## config.mk

```make
export PLATFORM = sky130hd
export DESIGN_NAME = dma_busmode_seq
export DESIGN_NICKNAME = d
export VERILOG_FILES = /design/src/rtl/dma_seq_pkg.sv /design/src/rtl/dma_req_sync.sv /design/src/rtl/dma_gap_timer.sv /design/src/rtl/dma_busmode_seq.sv
export SDC_FILE = /design/constraint.sdc
export NUM_CORES = 1
export LEC_CHECK = 0
export ABC_AREA = 1
export BUFFER_PORTS_ARGS = -buffer_cell sky130_fd_sc_hd__buf_4
export CORE_ASPECT_RATIO = 1.4
export CORE_MARGIN = 2
export CORE_UTILIZATION = 25
export DETAILED_ROUTE_END_ITERATION = 8
export PLACE_DENSITY = 0.5
export REMOVE_ABC_BUFFERS = 1
export SETUP_SLACK_MARGIN = 0.2
export SLEW_MARGIN = 10
export SYNTH_ARGS = -nofsm -noshare
export SYNTH_HDL_FRONTEND = slang
export SYNTH_HIERARCHICAL = 1
export SYNTH_SLANG_ARGS = --single-unit
```

## constraint.sdc

```tcl
create_clock -name clk -period 1.9 [get_ports clk]
set_input_delay 0.095 -clock clk [delete_from_list [all_inputs] [get_ports clk]]
set_output_delay 0.095 -clock clk [all_outputs]
set_load 0.05 [all_outputs]
```

## src/rtl/dma_seq_pkg.sv

```systemverilog
package dma_seq_pkg;
    typedef enum logic [1:0] {
        ST_IDLE = 2'd0,
        ST_REQ  = 2'd1,
        ST_RD   = 2'd2,
        ST_WR   = 2'd3
    } seq_state_e;
endpackage

```

## src/rtl/dma_req_sync.sv

```systemverilog
module dma_req_sync #(
    parameter int STAGES = 2
) (
    input  logic clk,
    input  logic rst_n,
    input  logic async_in,
    output logic sync_out
);
    logic [STAGES-1:0] sh_d, sh_q;

    generate
        if (STAGES > 1) begin : g_chain
            always_comb sh_d = {sh_q[STAGES-2:0], async_in};
        end else begin : g_single
            always_comb sh_d = async_in;
        end
    endgenerate

    // reset to the inactive (high) level of the active-low pin
    always_ff @(posedge clk or negedge rst_n) begin
        if (!rst_n) sh_q <= '1;
        else        sh_q <= sh_d;
    end

    assign sync_out = sh_q[STAGES-1];
endmodule

```

## src/rtl/dma_gap_timer.sv

```systemverilog
module dma_gap_timer #(
    parameter int GAP_SHORT = 16,
    parameter int GAP_LONG  = 64
) (
    input  logic clk,
    input  logic rst_n,
    input  logic load,
    input  logic long_sel,
    output logic busy
);
    localparam int GW = $clog2(GAP_LONG + 1);
    localparam logic [GW-1:0] SHORT_V = GW'(GAP_SHORT);
    localparam logic [GW-1:0] LONG_V  = GW'(GAP_LONG);

    logic [GW-1:0] cnt_d, cnt_q;

    always_comb begin
        cnt_d = cnt_q;
        if (load)              cnt_d = long_sel ? LONG_V : SHORT_V;
        else if (cnt_q != '0)  cnt_d = cnt_q - 1'b1;
    end

    always_ff @(posedge clk or negedge rst_n) begin
        if (!rst_n) cnt_q <= '0;
        else        cnt_q <= cnt_d;
    end

    assign busy = (cnt_q != '0);
endmodule

```

## src/rtl/dma_busmode_seq.sv

```systemverilog
module dma_busmode_seq
    import dma_seq_pkg::*;
#(
    parameter int AW          = 16,
    parameter int CW          = 8,
    parameter int XFER_BYTES  = 4,
    parameter int NUM_PERIPH  = 8,
    parameter logic [NUM_PERIPH-1:0] BURST_MASK = 8'h1F,
    parameter int GAP_SHORT   = 16,
    parameter int GAP_LONG    = 64,
    parameter int SYNC_STAGES = 2,
    localparam int PID_W = (NUM_PERIPH > 1) ? $clog2(NUM_PERIPH) : 1
) (
    input  logic             clk,
    input  logic             rst_n,
    input  logic             start,
    input  logic [CW-1:0]    cfg_count,
    input  logic [AW-1:0]    cfg_src,
    input  logic [AW-1:0]    cfg_dst,
    input  logic             cfg_src_inc,
    input  logic             cfg_dst_inc,
    input  logic             cfg_burst,
    input  logic             cfg_gap_long,
    input  logic             cfg_ext_src,
    input  logic [PID_W-1:0] cfg_periph_id,
    input  logic             ext_req_n,
    input  logic             periph_req,
    input  logic             bus_gnt,
    output logic             bus_req,
    output logic             rd_stb,
    output logic             wr_stb,
    output logic [AW-1:0]    bus_addr,
    output logic             tc_pulse,
    output logic             ch_active,
    output logic [CW-1:0]    count_left
);
    localparam logic [AW-1:0] STEP = AW'(XFER_BYTES);

    typedef struct packed {
        seq_state_e    st;
        logic          active;
        logic [CW-1:0] cnt;
        logic [AW-1:0] src;
        logic [AW-1:0] dst;
        logic          src_inc;
        logic          dst_inc;
        logic          burst;
        logic          gap_long;
        logic          ext;
        logic          tc;
    } seq_t;

    seq_t s_d, s_q;
    logic ext_sync_n, req_active, gap_busy, gap_load;
    logic last_xfer, keep_bus, burst_ok;

    dma_req_sync #(.STAGES(SYNC_STAGES)) u_sync (
        .clk      (clk),
        .rst_n    (rst_n),
        .async_in (ext_req_n),
        .sync_out (ext_sync_n)
    );

    dma_gap_timer #(.GAP_SHORT(GAP_SHORT), .GAP_LONG(GAP_LONG)) u_gap (
        .clk      (clk),
        .rst_n    (rst_n),
        .load     (gap_load),
        .long_sel (s_q.gap_long),
        .busy     (gap_busy)
    );

    // Request level from the selected source
    assign req_active = s_q.ext ? ~ext_sync_n : periph_req;
    // Burst is kept only for the external pin or a burst-capable peripheral
    assign burst_ok   = cfg_burst & (cfg_ext_src | BURST_MASK[cfg_periph_id]);
    assign last_xfer  = (s_q.cnt == CW'(1));
    // Hold the bus past this write: burst, not last, pin still asserted
    assign keep_bus   = s_q.burst & ~last_xfer & (~s_q.ext | req_active);

    always_comb begin
        s_d      = s_q;
        s_d.tc   = 1'b0;
        gap_load = 1'b0;
        if (start && !s_q.active && cfg_count != '0) begin
            s_d.active   = 1'b1;
            s_d.cnt      = cfg_count;
            s_d.src      = cfg_src;
            s_d.dst      = cfg_dst;
            s_d.src_inc  = cfg_src_inc;
            s_d.dst_inc  = cfg_dst_inc;
            s_d.burst    = burst_ok;
            s_d.gap_long = cfg_gap_long;
            s_d.ext      = cfg_ext_src;
        end
        unique case (s_q.st)
            ST_IDLE: if (s_q.active && req_active && !gap_busy) s_d.st = ST_REQ;
            ST_REQ:  if (bus_gnt) s_d.st = ST_RD;
            ST_RD:   s_d.st = ST_WR;
            ST_WR: begin
                s_d.cnt = s_q.cnt - 1'b1;
                if (s_q.src_inc) s_d.src = s_q.src + STEP;
                if (s_q.dst_inc) s_d.dst = s_q.dst + STEP;
                if (last_xfer) begin
                    s_d.active = 1'b0;
                    s_d.tc     = 1'b1;
                end
                if (keep_bus) begin
                    s_d.st = bus_gnt ? ST_RD : ST_REQ;
                end else begin
                    s_d.st   = ST_IDLE;
                    gap_load = ~s_q.burst;
                end
            end
            default: s_d.st = ST_IDLE;
        endcase
    end

    always_ff @(posedge clk or negedge rst_n) begin
        if (!rst_n) begin
            s_q    <= '0;
            s_q.st <= ST_IDLE;
        end else begin
            s_q <= s_d;
        end
    end

    assign rd_stb     = (s_q.st == ST_RD);
    assign wr_stb     = (s_q.st == ST_WR);
    assign bus_req    = (s_q.st == ST_REQ) || (s_q.st == ST_RD) ||
                        ((s_q.st == ST_WR) && keep_bus);
    assign bus_addr   = (s_q.st == ST_WR) ? s_q.dst : s_q.src;
    assign tc_pulse   = s_q.tc;
    assign ch_active  = s_q.active;
    assign count_left = s_q.cnt;
endmodule

```

==> metrics.txt, run 1 <==
# TYPE chip_impl_metric gauge
chip_impl_metric{name="fillers",unit=""} 1760
chip_impl_metric{name="dpl.cell_count",unit=""} 882
chip_impl_metric{name="global_route.overflow_total",unit=""} 0
chip_impl_metric{name="arrival",unit="ns"} 1.56
chip_impl_metric{name="relSlewSlack",unit=""} 0.643
chip_impl_metric{name="max-vdd-ir-drop",unit="mV"} 0.739
chip_impl_metric{name="design.core.area",unit="µm²"} 16000
chip_impl_metric{name="cts_htree_levels",unit=""} 3
chip_impl_metric{name="share_of_post_route_cells_with_drive_strength_above_1",unit=""} 0.238
chip_impl_metric{name="setup_total_negative_slack",unit="ns"} 0
chip_impl_metric{name="dpl_worst_slack",unit="ns"} 0.218
chip_impl_metric{name="dieArea",unit="µm²"} 17300
chip_impl_info{name="slowest_cp_cell",value="dfrtp_1"} 1
chip_impl_info{name="dominant_cell_type_by_area_after_synthesis",value="dfrtp_1"} 1
chip_impl_metric{name="starting_density_of_the_core",unit=""} 0.253
chip_impl_metric{name="tritoncts_num_sinks",unit=""} 58
chip_impl_metric{name="cp_data_required_time",unit="ns"} 1.80
chip_impl_metric{name="setup_viol",unit=""} 0
chip_impl_metric{name="drt_first_pass_iters",unit=""} 5
chip_impl_info{name="cts_tree",value="yes"} 1
chip_impl_metric{name="die_height",unit="µm"} 155
chip_impl_metric{name="synth.yosys.seq_area_share",unit=""} 0.358
chip_impl_metric{name="final.period_utilization",unit=""} 0.873
chip_impl_metric{name="place.gp.congestion",unit=""} 0.821
chip_impl_metric{name="syn_avg_cell_area",unit="µm²"} 6.62
chip_impl_metric{name="cts_buffers",unit=""} 9
chip_impl_metric{name="vias",unit=""} 4069
chip_impl_info{name="cts_root_buffer",value="clkbuf_16"} 1
chip_impl_metric{name="max_freq",unit="MHz"} 603
chip_impl_metric{name="initialDrtViolationCount",unit=""} 224
chip_impl_metric{name="grt_pass1_wl",unit="µm"} 19600
chip_impl_metric{name="instances_no_fill",unit=""} 919
chip_impl_metric{name="syn-instance-count",unit=""} 613
chip_impl_metric{name="max_cap_viol_count",unit=""} 0
chip_impl_metric{name="detailed_place.area",unit="µm²"} 4890
chip_impl_metric{name="layout-area-overhead-vs-synth",unit="%"} 36.4
chip_impl_info{name="end_kind",value="output port"} 1
chip_impl_metric{name="globalRouteTotalUtil",unit=""} 0.144
chip_impl_info{name="cells_along_the_critical_path",value="ha_4 > buf_12 > o21ai_1 > buf_6"} 1
chip_impl_metric{name="antennaDiodeCount",unit=""} 0
chip_impl_metric{name="powerDensity",unit="nW/µm²"} 1460
chip_impl_metric{name="number_of_warnings_reported_in_the_yosys_synthesis_log",unit=""} 6
chip_impl_metric{name="final_standard_cell_utilization_of_the_core",unit=""} 0.345
chip_impl_info{name="ys_top_cells_by_area",value="dfrtp_1, nand2_1, nand3_1"} 1
chip_impl_metric{name="number_of_antenna_violations_at_the_first_check_in_global_routing",unit=""} 0
chip_impl_info{name="outcome",value="complete, no violations"} 1
chip_impl_metric{name="skew",unit="ns"} 0.00646
chip_impl_metric{name="postLayoutSetupSlackWorst",unit="ns"} 0.241
chip_impl_metric{name="place.detailed.hpwl",unit="µm"} 8990
chip_impl_metric{name="port_buffers",unit=""} 82
chip_impl_metric{name="grt_start_max_net_pins",unit=""} 37
chip_impl_metric{name="static_leakage",unit="nW"} 3.02
chip_impl_metric{name="worst_path_largest_cell_delay",unit="ns"} 0.42
chip_impl_info{name="setup_repair_after_global_routing_missed_its_margin",value="no"} 1
chip_impl_metric{name="drt-total-wl",unit="µm"} 12300
chip_impl_metric{name="hold_viol_final",unit=""} 0
chip_impl_metric{name="worstPathMaxFanout",unit=""} 18
chip_impl_metric{name="clk-insertion-delay-late",unit="ns"} 0.33
chip_impl_info{name="worstHoldPathType",value="in2reg"} 1
chip_impl_metric{name="chipWidth",unit="µm"} 112
chip_impl_metric{name="clk_path_buf_depth",unit=""} 2
chip_impl_metric{name="syn_area",unit="µm²"} 4060
chip_impl_info{name="startpoint_type",value="flop"} 1
chip_impl_metric{name="grt_pass1_vias",unit=""} 4040
chip_impl_metric{name="design.final.nets",unit=""} 779
chip_impl_metric{name="drtAntennaViolNets",unit=""} 0
chip_impl_metric{name="fin_crit",unit="ns"} 1.66
chip_impl_info{name="cell_family_contributing_the_most_delay_on_the_critical_path",value="flip-flops"} 1
chip_impl_metric{name="final_design_area_no_fill",unit="µm²"} 5530
chip_impl_metric{name="final-max-slew-violation-count",unit=""} 0
chip_impl_metric{name="worst_pin_slew",unit="ns"} 0.536
chip_impl_metric{name="fp-row-count",unit=""} 55
chip_impl_metric{name="avgRoutedWirePerCell",unit="µm"} 13.3
chip_impl_metric{name="number_of_remaining_drc_errors",unit=""} 0
chip_impl_metric{name="synth_largest_type_area_fraction",unit=""} 0.345
chip_impl_info{name="setup.worst_path.class",value="reg2out"} 1
chip_impl_metric{name="post_drt_via_cell_ratio",unit=""} 4.43
chip_impl_metric{name="worst-path-buf-inv",unit=""} 2
chip_impl_metric{name="clk_transition_reported_paths",unit="ns"} 0.06
chip_impl_metric{name="yosys.cell_types.count",unit=""} 35
chip_impl_metric{name="io_pins",unit=""} 83
chip_impl_metric{name="ys_seq_elements",unit=""} 58
-- state kept, by name, indices dropped and copies added, names as in the netlist --
name and count:
tc_pulse 1, ch_active 1, u_gap/cnt_q 7, count_left 8, u_sync/sh_q 2, s_q 39
-- power by group --
group	internal, mW	total [mW]	leakage [nW]	switching [mW]
sequential	1.53	1.82	0.627	0.288
combinational	1.59	4.50	2.24	2.91
clock	1.18	1.78	0.156	0.600
total	4.30	8.10	3.02	3.80
-- final timing paths --
check	depth (start not counted)	slack, ns	end	from
max in group asynchronous	3	1.07	s_q[8]$_DFF_PN0_	rst_n
max	4	0.24	bus_addr[8]	s_q[48]$_DFFE_PN0P_
min	3	0.02	s_q[7]$_DFFE_PN0P_	cfg_dst[1]
min reg2reg	0	0.36	u_sync/sh_q[1]$_DFF_PN1_	u_sync/sh_q[0]$_DFF_PN1_
min in group asynchronous	2	0.30	count_left[5]$_DFFE_PN0P_	rst_n
max reg2reg	10	0.36	s_q[48]$_DFFE_PN0P_	u_gap/cnt_q[1]$_DFFE_PN0P_
-- logic make-up (layout without fill, tap and decap cells) --
group / after synthesis / in the layout / synth area share
xor+xnor: 1 / 1 / 0.00216
simple gates: 378 / 378 / 0.416
flops: 58 / 58 / 0.358
buf+inv: 113 / 220 / 0.121
compound gates: 53 / 53 / 0.0713
fa+ha+maj: 10 / 10 / 0.0308
-- placed cells by master, fill, tap and decap left out, types with 3 or more instances in the layout --
cell type	count
nand2_1	201
buf_4	89
nand3_1	83
inv_1	78
nor2_1	58
dfrtp_1	54
o21ai_1	18
o21ai_0	17
dlygate4sd3_1	14
inv_2	10
clkbuf_16	10
nor2_4	9
a21oi_1	8
ha_1	8
nand2_2	7
buf_6	7
nor2_2	4
nand3_2	4
o21ai_2	4
buf_12	4
nand2_4	3
nand4_1	3
-- worst reg2reg max path, delay by kind of cell (launching register included) --
| family | cells | cell delay (ns) |
|---|---|---|
| buf+inv | 2 | 0.20 |
| simple gates | 6 | 0.50 |
| flops | 1 | 0.37 |
| fa+ha+maj | 1 | 0.17 |
| compound gates | 1 | 0.18 |
-- metal layers --
metal | share of wire | wire [µm] | GRT usage | vias to the layer above
li1 | - | - | - | 2115
met3 | 0.029 | 353 | 0.0223 | 12
met2 | 0.54 | 6590 | 0.272 | 76
met5 | 0 | 0 | 0 | -
met1 | 0.42 | 5120 | 0.163 | 1866
met4 | 0.015 | 181 | 0.0476 | 0
-- layout make-up --
class,instances,area (µm²),share of cell area
multi-input combinational,442,2180,0.394
inverter,89,337,0.0608
tap,199,249,0.0450
clock inverter,5,77.6,0.0140
clock buffer,11,243,0.0439
sequential,58,1460,0.263
timing repair buffer,115,992,0.179
-- timing repair --
| item | CTS | global route |
|---|---|---|
| setup buffers | 1 | 5 |
| hold endpoints to repair | 46 | 0 |
| pin swaps | 0 | 3 |
| hold buffers | 14 | 0 |
| endpoints found under the setup margin | 19 | 39 |
| gates cloned | 0 | 1 |
| gates resized for setup | 24 | 18 |
-- Yosys cell counts, drive strengths merged --
| cell type | n |
|---|---|
| nor2 | 71 |
| a21o | 1 |
| nor3 | 1 |
| o21a | 1 |
| o21ai | 39 |
| a21boi | 1 |
| inv | 89 |
| and3 | 1 |
| nand2 | 212 |
| ha | 10 |
| dfrtp | 56 |
| nand4 | 3 |
| nand3b | 1 |
| a31oi | 1 |
| or2 | 1 |
| nand3 | 88 |
| a21oi | 10 |
| buf | 20 |
| clkbuf | 4 |
| dfstp | 2 |
| xor2 | 1 |
-- metrics by stage --
step	hold WS (ns)	total power [mW]
after global routing	0.0392	8.72
after detailed placement	0.119	5.94
after global placement	0.125	5.93
after CTS	0.00756	7.94
after floorplan	-0.201	4.76
final	0.0230	8.10
Note: power is estimated with default switching activity, not from simulation.
==> run 2, diff against run 1 <==
--- a/config.mk
+++ b/config.mk
@@ -6,10 +6,12 @@
 export NUM_CORES = 1
 export LEC_CHECK = 0
 export ABC_AREA = 1
-export BUFFER_PORTS_ARGS = -buffer_cell sky130_fd_sc_hd__buf_4
+export BUFFER_PORTS_ARGS = -buffer_cell sky130_fd_sc_hd__buf_2
+export CAP_MARGIN = 20
 export CORE_ASPECT_RATIO = 1.4
 export CORE_MARGIN = 2
 export CORE_UTILIZATION = 25
+export CTS_BUF_LIST = sky130_fd_sc_hd__clkbuf_8 sky130_fd_sc_hd__clkbuf_16
 export DETAILED_ROUTE_END_ITERATION = 8
 export PLACE_DENSITY = 0.5
 export REMOVE_ABC_BUFFERS = 1
==> run 2 against run 1 <==
- flip-flop and latch count is the same
- register-to-register slack hardly changed
- critical endpoint is now bus_addr[4]
- highest routed layer unchanged
- largest power group unchanged
- final cell count is 0.54% lower
==> metrics.txt, run 2 (same netlist as run 1, synthesis figures left out) <==
# TYPE chip_impl_metric gauge
chip_impl_metric{name="power.share.combinational",unit=""} 0.566
chip_impl_metric{name="switching_power",unit="mW"} 3.70
chip_impl_info{name="routed.top_layer",value="met4"} 1
chip_impl_metric{name="final-max-slew-violation-count",unit=""} 0
chip_impl_info{name="layout_common_cells",value="nand2_1, inv_1, nand3_1, buf_2, nor2_1"} 1
chip_impl_metric{name="reg2reg_setup_slack",unit="ns"} 0.37
chip_impl_metric{name="vias",unit=""} 3981
chip_impl_metric{name="internal_power",unit="mW"} 3.89
chip_impl_metric{name="largest_register_ffs",unit=""} 39
chip_impl_metric{name="max-vdd-ir-drop",unit="mV"} 0.786
chip_impl_metric{name="static_leakage",unit="nW"} 2.93
chip_impl_info{name="reg2reg_from",value="u_gap/cnt_q[1]$_DFFE_PN0P_"} 1
chip_impl_metric{name="met2_routed_wl",unit="µm"} 6170
chip_impl_metric{name="antennaDiodeCount",unit=""} 0
chip_impl_metric{name="dieArea",unit="µm²"} 17300
chip_impl_metric{name="place.detailed.hpwl",unit="µm"} 8940
chip_impl_metric{name="cp_data_required_time",unit="ns"} 1.80
chip_impl_metric{name="number_of_antenna_violations_at_the_first_check_in_global_routing",unit=""} 0
chip_impl_metric{name="clk_path_buf_depth",unit=""} 2
chip_impl_metric{name="dpl.cell_count",unit=""} 881
chip_impl_info{name="startpoint_type",value="flop"} 1
chip_impl_metric{name="post_drt_via_cell_ratio",unit=""} 4.36
chip_impl_info{name="worst_setup_path_startpoint",value="s_q[48]$_DFFE_PN0P_"} 1
chip_impl_metric{name="design.final.nets",unit=""} 774
chip_impl_info{name="end_kind",value="output port"} 1
chip_impl_info{name="outcome",value="complete, no violations"} 1
chip_impl_metric{name="io_pins",unit=""} 83
chip_impl_metric{name="arrival",unit="ns"} 1.55
chip_impl_info{name="final_common_cell",value="nand2_1"} 1
chip_impl_metric{name="worst_path_largest_cell_delay",unit="ns"} 0.43
chip_impl_metric{name="design.core.area",unit="µm²"} 16000
chip_impl_info{name="register_containing_the_most_flip_flops_in_the_final_layout",value="s_q"} 1
chip_impl_metric{name="grt_start_max_net_pins",unit=""} 40
chip_impl_metric{name="routedLengthMet1",unit="µm"} 5180
chip_impl_metric{name="final_design_area_no_fill",unit="µm²"} 5250
chip_impl_metric{name="die_height",unit="µm"} 155
chip_impl_metric{name="instances_no_fill",unit=""} 914
chip_impl_metric{name="max_cap_viol_count",unit=""} 0
chip_impl_metric{name="cts_htree_levels",unit=""} 3
chip_impl_metric{name="skew",unit="ns"} 0.00533
chip_impl_metric{name="drt-total-wl",unit="µm"} 11900
chip_impl_metric{name="final.period_utilization",unit=""} 0.863
chip_impl_metric{name="clk_transition_reported_paths",unit="ns"} 0.05
chip_impl_metric{name="power_switching_share",unit=""} 0.487
chip_impl_metric{name="hold_viol_final",unit=""} 0
chip_impl_metric{name="clk-insertion-delay-late",unit="ns"} 0.33
chip_impl_info{name="cts_root_buffer",value="clkbuf_16"} 1
chip_impl_metric{name="relSlewSlack",unit=""} 0.690
chip_impl_metric{name="share_clk_of_total_power",unit=""} 0.193
chip_impl_metric{name="seq_power_share",unit=""} 0.241
chip_impl_metric{name="chipWidth",unit="µm"} 112
chip_impl_metric{name="setup_viol",unit=""} 0
chip_impl_info{name="setup_repair_after_global_routing_missed_its_margin",value="yes"} 1
chip_impl_metric{name="worst_hold_slack",unit="ns"} 0.00779
chip_impl_metric{name="starting_density_of_the_core",unit=""} 0.253
chip_impl_info{name="slowest_cp_cell",value="dfrtp_2"} 1
chip_impl_info{name="crit_top_cell",value="buf_4"} 1
chip_impl_metric{name="initialDrtViolationCount",unit=""} 179
chip_impl_metric{name="worst_pin_slew",unit="ns"} 0.465
chip_impl_info{name="cts_tree",value="yes"} 1
chip_impl_info{name="worstHoldPathType",value="in2reg"} 1
chip_impl_metric{name="share_of_post_route_cells_with_drive_strength_above_1",unit=""} 0.228
chip_impl_metric{name="port_buffers",unit=""} 82
chip_impl_metric{name="cts_buffers",unit=""} 9
chip_impl_info{name="hp_start",value="cfg_src[1]"} 1
chip_impl_metric{name="layout-area-overhead-vs-synth",unit="%"} 29.5
chip_impl_metric{name="fin_crit",unit="ns"} 1.64
chip_impl_metric{name="global_route.overflow_total",unit=""} 0
chip_impl_metric{name="number_of_remaining_drc_errors",unit=""} 0
chip_impl_metric{name="grt_pass1_vias",unit=""} 3944
chip_impl_metric{name="detailed_place.area",unit="µm²"} 4680
chip_impl_metric{name="fp-row-count",unit=""} 55
chip_impl_info{name="setup.worst_path.class",value="reg2out"} 1
chip_impl_metric{name="avgRoutedWirePerCell",unit="µm"} 13.0
chip_impl_metric{name="place.gp.congestion",unit=""} 0.829
chip_impl_metric{name="drt_first_pass_iters",unit=""} 4
chip_impl_metric{name="worstPathMaxFanout",unit=""} 7
chip_impl_metric{name="wl_met3",unit="µm"} 322
chip_impl_metric{name="fillers",unit=""} 1758
chip_impl_metric{name="max_freq",unit="MHz"} 610
chip_impl_info{name="cells_along_the_critical_path",value="ha_4 > buf_4 > o21ai_1 > buf_4"} 1
chip_impl_metric{name="globalRouteTotalUtil",unit=""} 0.143
chip_impl_metric{name="drtAntennaViolNets",unit=""} 0
chip_impl_metric{name="tritoncts_num_sinks",unit=""} 58
chip_impl_metric{name="powerDensity",unit="nW/µm²"} 1450
chip_impl_metric{name="grt_pass1_wl",unit="µm"} 19500
-- run 2: cell count changes in the layout (fill, tap and decap cells not counted), moves of 2 or more --
cell,change
buf_2,+65
buf_4,-67
dlygate4sd3_1,-2
o21ai_0,-2
bufinv_16,-2
inv_1,+5
clkinv_2,-2
o21ai_1,+2
-- run 2: what timing repair did --
item,4_1_cts,5_1_grt
resized for setup,34,25
endpoints found under the setup margin,18,42
gates cloned,0,0
buffers inserted,2,3
hold endpoints to repair,26,0
hold buffers,12,0
pin swaps,0,3
-- run 2: per-layer routing --
layer / GRT usage / vias to the layer above
li1: - / 2100
met2: 0.263 / 65
met3: 0.0161 / 13
met4: 0.0600 / 0
met1: 0.167 / 1803
met5: 0 / -
-- run 2: area by class of cell --
type	instances	area [µm²]	share of cell area
clock buffer	11	253	0.0481
clock inverter	5	18.8	0.00357
inverter	89	337	0.0641
multi-input combinational	442	2170	0.414
sequential	58	1460	0.277
tap	199	249	0.0474
timing repair buffer	110	764	0.146
-- run 2: worst max-delay path: cells and delay by family, from the launching register on --
kind / cells / cell delay [ns]
adders and majority gates: 1 / 0.22
AOI/OAI and AO/OA: 1 / 0.18
buffers and inverters: 2 / 0.38
DFF: 1 / 0.43
-- run 2: worst paths after layout --
kind | to | cells after the start
max reg2reg | s_q[48]$_DFFE_PN0P_ | 10
max in group asynchronous | s_q[14]$_DFF_PN0_ | 3
max | bus_addr[4] | 4
min | s_q[23]$_DFFE_PN0P_ | 3
min in group asynchronous | count_left[5]$_DFFE_PN0P_ | 2
min reg2reg | u_sync/sh_q[1]$_DFF_PN1_ | 0
-- run 2: power by group through the flow --
stage          Clock (mW)  Combinational, mW  Sequential [mW]
2_1_floorplan           0               2.73             2.04
3_3_place_gp            0               3.86             1.85
3_5_place_dp            0               3.87             1.85
4_1_cts              1.52               4.15             1.83
5_1_grt              1.58               4.77             1.87
6_report             1.47               4.30             1.83
-- run 2: stage by stage --
stage / power [mW] / setup WS, ns / util / setup TNS [ns]
2_1_floorplan: 4.76 / -1.14 / - / -48.32
3_3_place_gp: 5.71 / 0.228 / 0.292 / 0
3_5_place_dp: 5.72 / 0.203 / 0.292 / 0
4_1_cts: 7.50 / 0.179 / 0.322 / 0
5_1_grt: 8.22 / 0.189 / 0.328 / 0
6_report: 7.59 / 0.260 / 0.328 / 0
